--- src/rtl/prot_cfg_pkg.sv ---
package prot_cfg_pkg;
  localparam int unsigned NUM_CH = 2;
  localparam int unsigned CH_FETCH = 0;
  localparam int unsigned CH_WR    = 1;
endpackage

--- src/rtl/pcr_freeze.sv ---
module pcr_freeze #(
  parameter int unsigned ADDR_W     = 4,
  parameter int unsigned DATA_W     = 32,
  parameter int unsigned LOCK_OFS   = 0,
  parameter int unsigned COMMIT_OFS = 2
) (
  input  logic              clk,
  input  logic              rst,
  input  logic              wr_en,
  input  logic [ADDR_W-1:0] addr,
  input  logic [DATA_W-1:0] wdata,
  input  logic              priv,
  output logic [DATA_W-1:0] lock_word,
  output logic [DATA_W-1:0] commit_word,
  output logic              fields_open
);
  localparam logic [DATA_W-1:0] BIT0_MASK = DATA_W'(1);

  logic hit_lock, hit_commit;
  assign hit_lock   = wr_en && (addr == ADDR_W'(LOCK_OFS));
  assign hit_commit = wr_en && priv && (addr == ADDR_W'(COMMIT_OFS));

  always_ff @(posedge clk) begin
    if (rst) begin
      lock_word <= '0;
    end else if (hit_lock) begin
      lock_word <= wdata & BIT0_MASK;
    end
  end

  always_ff @(posedge clk) begin
    if (rst) begin
      commit_word <= '0;
    end else if (hit_commit) begin
      commit_word <= commit_word | (wdata & BIT0_MASK);
    end
  end

  assign fields_open = !lock_word[0] && !commit_word[0];

  AST_COMMIT_STICKY: assert property (@(posedge clk) disable iff (rst)
    commit_word[0] |=> commit_word[0]);
  AST_COMMIT_NEEDS_PRIV: assert property (@(posedge clk) disable iff (rst)
    (!commit_word[0] && !priv) |=> !commit_word[0]);
endmodule

--- src/rtl/pcr_fields.sv ---
module pcr_fields #(
  parameter int unsigned ADDR_W   = 4,
  parameter int unsigned DATA_W   = 32,
  parameter int unsigned PROT_OFS = 8
) (
  input  logic              clk,
  input  logic              rst,
  input  logic              wr_en,
  input  logic [ADDR_W-1:0] addr,
  input  logic [DATA_W-1:0] wdata,
  input  logic              priv,
  input  logic              fields_open,
  output logic [DATA_W-1:0] prot_word
);
  localparam logic [DATA_W-1:0] FIELD_MASK = DATA_W'(3);

  logic take;
  assign take = wr_en && priv && fields_open && (addr == ADDR_W'(PROT_OFS));

  always_ff @(posedge clk) begin
    if (rst) begin
      prot_word <= '0;
    end else if (take) begin
      prot_word <= wdata & FIELD_MASK;
    end
  end

  AST_FROZEN_HOLD: assert property (@(posedge clk) disable iff (rst)
    !fields_open |=> $stable(prot_word));
  AST_NOPRIV_HOLD: assert property (@(posedge clk) disable iff (rst)
    !priv |=> $stable(prot_word));
endmodule

--- src/rtl/pcr_gate.sv ---
module pcr_gate #(
  parameter int unsigned NCH = 2
) (
  input  logic           clk,
  input  logic           rst,
  input  logic [NCH-1:0] try_i,
  input  logic [NCH-1:0] blk_i,
  output logic [NCH-1:0] allow_o,
  output logic [NCH-1:0] viol_o
);
  for (genvar c = 0; c < NCH; c++) begin : g_ch
    assign allow_o[c] = !blk_i[c];

    always_ff @(posedge clk) begin
      if (rst) viol_o[c] <= 1'b0;
      else     viol_o[c] <= try_i[c] && blk_i[c];
    end

    AST_VIOL_CAUSE: assert property (@(posedge clk) disable iff (rst)
      viol_o[c] |-> ($past(try_i[c]) && $past(blk_i[c])));
    AST_VIOL_ONE: assert property (@(posedge clk) disable iff (rst)
      (try_i[c] && blk_i[c]) |=> viol_o[c]);
  end
endmodule

--- src/rtl/prot_cfg_regs.sv ---
module prot_cfg_regs
  import prot_cfg_pkg::*;
#(
  parameter int unsigned ADDR_W     = 4,
  parameter int unsigned DATA_W     = 32,
  parameter int unsigned LOCK_OFS   = 0,
  parameter int unsigned COMMIT_OFS = 2,
  parameter int unsigned PROT_OFS   = 8
) (
  input  logic              clk,
  input  logic              rst,
  input  logic              reg_wr,
  input  logic              reg_rd,
  input  logic [ADDR_W-1:0] reg_addr,
  input  logic [DATA_W-1:0] reg_wdata,
  input  logic              priv_wr,
  output logic [DATA_W-1:0] reg_rdata,
  input  logic              cpu_wr_try,
  input  logic              cpu_fetch_try,
  output logic              wr_allow,
  output logic              fetch_allow,
  output logic              viol_wr,
  output logic              viol_fetch
);
  logic [DATA_W-1:0] lock_word, commit_word, prot_word;
  logic              fields_open;
  logic [NUM_CH-1:0] try_v, blk_v, allow_v, viol_v;

  pcr_freeze #(
    .ADDR_W(ADDR_W), .DATA_W(DATA_W),
    .LOCK_OFS(LOCK_OFS), .COMMIT_OFS(COMMIT_OFS)
  ) u_freeze (
    .clk(clk), .rst(rst), .wr_en(reg_wr), .addr(reg_addr),
    .wdata(reg_wdata), .priv(priv_wr),
    .lock_word(lock_word), .commit_word(commit_word),
    .fields_open(fields_open)
  );

  pcr_fields #(
    .ADDR_W(ADDR_W), .DATA_W(DATA_W), .PROT_OFS(PROT_OFS)
  ) u_fields (
    .clk(clk), .rst(rst), .wr_en(reg_wr), .addr(reg_addr),
    .wdata(reg_wdata), .priv(priv_wr), .fields_open(fields_open),
    .prot_word(prot_word)
  );

  assign try_v[CH_WR]    = cpu_wr_try;
  assign try_v[CH_FETCH] = cpu_fetch_try;
  assign blk_v[CH_WR]    = prot_word[1];
  assign blk_v[CH_FETCH] = prot_word[0];

  pcr_gate #(.NCH(NUM_CH)) u_gate (
    .clk(clk), .rst(rst), .try_i(try_v), .blk_i(blk_v),
    .allow_o(allow_v), .viol_o(viol_v)
  );

  assign wr_allow    = allow_v[CH_WR];
  assign fetch_allow = allow_v[CH_FETCH];
  assign viol_wr     = viol_v[CH_WR];
  assign viol_fetch  = viol_v[CH_FETCH];

  logic [DATA_W-1:0] rd_sel;
  always_comb begin
    rd_sel = '0;
    if (reg_addr == ADDR_W'(LOCK_OFS))        rd_sel = lock_word;
    else if (reg_addr == ADDR_W'(COMMIT_OFS)) rd_sel = commit_word;
    else if (reg_addr == ADDR_W'(PROT_OFS))   rd_sel = prot_word;
  end

  always_ff @(posedge clk) begin
    if (rst)         reg_rdata <= '0;
    else if (reg_rd) reg_rdata <= rd_sel;
    else             reg_rdata <= '0;
  end

  AST_RDATA_IDLE: assert property (@(posedge clk) disable iff (rst)
    !reg_rd |=> (reg_rdata == '0));
  AST_UPPER_ZERO: assert property (@(posedge clk) disable iff (rst)
    reg_rdata[DATA_W-1:2] == '0);
endmodule

--- config.mk ---
export PLATFORM = sky130hd
export DESIGN_NAME = prot_cfg_regs
export DESIGN_NICKNAME = d
export VERILOG_FILES = /design/src/rtl/prot_cfg_pkg.sv /design/src/rtl/pcr_freeze.sv /design/src/rtl/pcr_fields.sv /design/src/rtl/pcr_gate.sv /design/src/rtl/prot_cfg_regs.sv
export SDC_FILE = /design/constraint.sdc
export NUM_CORES = 1
export LEC_CHECK = 0
export BUFFER_PORTS_ARGS = -buffer_cell sky130_fd_sc_hd__buf_2
export CAP_MARGIN = 30
export CORE_MARGIN = 4
export CORE_UTILIZATION = 59
export DETAILED_ROUTE_END_ITERATION = 6
export GPL_TIMING_DRIVEN = 0
export HOLD_SLACK_MARGIN = 0.02
export PLACE_DENSITY = 0.89
export SYNTH_ARGS = -nofsm -noshare
export SYNTH_HDL_FRONTEND = slang
export SYNTH_HIERARCHICAL = 1
export SYNTH_SLANG_ARGS = --single-unit
--- constraint.sdc ---
create_clock -name clk -period 3.4 [get_ports clk]
set_input_delay 0.68 -clock clk [delete_from_list [all_inputs] [get_ports clk]]
set_output_delay 0.68 -clock clk [all_outputs]
set_load 0.005 [all_outputs]
==> flow_summary.ini <==
[min_path]
holdPathEnd = u_freeze/commit_word[0]
min_from = u_freeze/commit_word[0]
holdPathStages = 2
hp-class = reg -> reg

[timing]
layout_min_cycle_time_ps = 1660
fmax_ghz = 0.604
tightest_slew_ps = 694
rsz0062_at_grt = no
relSlewSlack = 0.538
fin_crit_sh = 0.487
tns_ps = 0
hold_viol_final = 0
slew_violations = 0
setup_viol = 0
skew_ps = 3.34

[detailed_routing]
num_vias = 2139
drt_iter0_drc = 44
wirelength_mm = 5.16
drt_pre_antenna_iters = 6
viasPerCell = 4.27
antenna_left = 0
wl_per_cell_um = 10.3
route.detailed.drc = 0

[floorplan]
num_rows = 24
die_h_um = 76.7
die_area_sq_mm = 0.00589
io_pins = 79
start_util = 0.623
die_x_um = 76.7
core_area_sq_mm = 0.00447

[global_route]
grt_first_pass_wirelength_mm = 9.03
grt_use_total = 0.185
grt_antenna_before_repair = 0
overflow = 0
grt_pass1_vias = 2103
grt_start_max_net_pins = 12

[synthesis]
syn_area_sq_mm = 0.00279
synth_seq_cells = 38
synthSimpleGateAreaFrac = 0.192
synth_compound_area_frac = 0.235
synth_top_family_by_area = buffers and inverters
synthAdderAreaFrac = 0
ys_seq_area_frac = 0.273
synth_xor_area_frac = 0
syn_area_per_cell_sq_um = 9.20
syn_inst = 303
synth_cell_types = 24
ys_warn_count = 6
muxShareOfSynthArea = 0.00718

[cts]
cts_tree = done
h-tree-depth = 2
clkSlewWorstSetupHoldPaths_ps = 70
post_cts_buffers = 0
clock-root-buffer = clkbuf_8
cts.sinks = 38
clkLatencyLatePin_ps = 280
ctsResizeCount = 0
numCtsBuffers = 5
clockBufferDepth = 2
holdBufCountCts = 0

[finish]
nets = 491
area_growth_syn_to_layout_pct = 26.4
antenna_cells = 0
final_cell_area_sq_mm = 0.00352
drive_above_1_share = 0.416

[critical_path]
rr_worst_depth = 4
crit_arrival_ps = 1860
reg2reg_slack_ps = 2310
r2r_end = u_fields/prot_word[1]
worst-path-max-fanout = 10
crit_required_ps = 3600
r2r_start = u_freeze/lock_word[0]
start_kind = input port
path_class = in -> reg
crit_path_end_kind = flop

[place]
gp_congestion = 0.753
portBuffers = 48
placed_area_sq_mm = 0.00343
hpwl_mm = 3.84

[power_and_ir_drop]
vdd_drop_max_v = 0.000217
p_per_area_mw_per_mm2 = 282
power.leakage_nw = 1.75

[run_status]
status = finished, final reports clean

[run]
drv_cap = 0
worst max-delay path by stage:
stage,start,to,cells after the start
2_1_floorplan,reg_addr[0],reg_rdata[0],4
3_3_place_gp,reg_addr[0],reg_rdata[26],5
3_5_place_dp,reg_addr[0],reg_rdata[14],5
4_1_cts,reg_addr[0],reg_rdata[14],5
5_1_grt,reg_addr[3],reg_rdata[1],5
6_report,reg_addr[0],reg_rdata[14],5
power breakdown:
group          total [mW]  internal (mW)  switching, mW
registers           0.454          0.452        0.00175
clock network       0.317          0.164          0.154
logic               0.224          0.120          0.104
total               0.994          0.735          0.259
worst max-delay path, cell delays in order:
cell and delay, ps:
buf_2 130, or4b_1 520, buf_2 180, buf_6 160, a211oi_2 180
flip-flops by register name (all words and copies together) (netlist names):
register	flops
u_gate/viol_o	2
u_fields/prot_word	2
u_freeze/lock_word	1
u_freeze/commit_word	1
reg_rdata	32
area by class of cell:
class                           instances  area [sq um]
Multi-Input combinational cell        239          1550
Fill cell                             316           953
Buffer                                113           798
Sequential cell                        38           761
Timing Repair Buffer                   48           240
Clock buffer                            7          86.3
Tap cell                               52          65.1
Inverter                                3          11.3
Clock inverter                          1          5.00
routing by layer:
layer	share of wire	global-route usage	vias up
met5	0	0	-
met4	0.015	0.0670	0
met3	0.028	0.0363	7
met2	0.53	0.348	31
met1	0.42	0.202	963
li1	-	-	1138
layout by cell type (no fill, tap or decap), drive strengths merged:
master	Yosys	layout
buf	99	147
conb	2	92
a211oi	64	64
dfxtp	38	38
nand2b	36	36
nor2b	32	32
clkbuf	14	21
inv	3	3
mux2i	2	2
nor2	2	2
and3b	2	2
or4b	1	1
clkinv	0	1
nand2	1	1
nand3b	1	1
nor4	1	1
nor4b	1	1
a41oi	1	1
nand3	1	1
a21bo	1	1
a21oi	1	1
kinds of logic (layout without fill, tap and decap cells):
family                 count (synthesis)  in the layout
flip-flops                            38             38
other                                  2             92
buffers and inverters                116            172
multiplexers                           2              2
AND/OR/NAND/NOR                       78             78
AO/OA/AOI/OAI                         67             67
per-stage QoR:
step                       util  hold slack (ps)  power [mW]  instances  worst slack (ps)
final                     0.787              515       0.994        501              1740
after CTS                 0.787              517       0.999        501              1760
after detailed placement  0.766              497       0.679        493              1450
after floorplan               -              465       0.643        393              1720
after global routing      0.787              537        1.06        501              1680
after global placement    0.766              498       0.677        493              1470
cell usage after synthesis:
cell type	count	area, sq um
a211oi_1	34	255
a211oi_2	30	375
a21bo_2	1	10.0
a21oi_1	1	5.00
a41oi_1	1	8.76
and3b_1	2	17.5
buf_1	1	3.75
buf_2	2	10.0
buf_4	93	698
buf_6	3	33.8
clkbuf_1	14	52.6
conb_1	2	7.51
dfxtp_1	38	761
inv_1	3	11.3
mux2i_1	2	20.0
nand2_1	1	3.75
nand2b_1	36	225
nand3_1	1	5.00
nand3b_4	1	20.0
nor2_1	2	7.51
nor2b_1	32	200
nor4_4	1	21.3
nor4b_4	1	23.8
or4b_1	1	10.0
No activity file was read; power rests on OpenSTA's default activity.
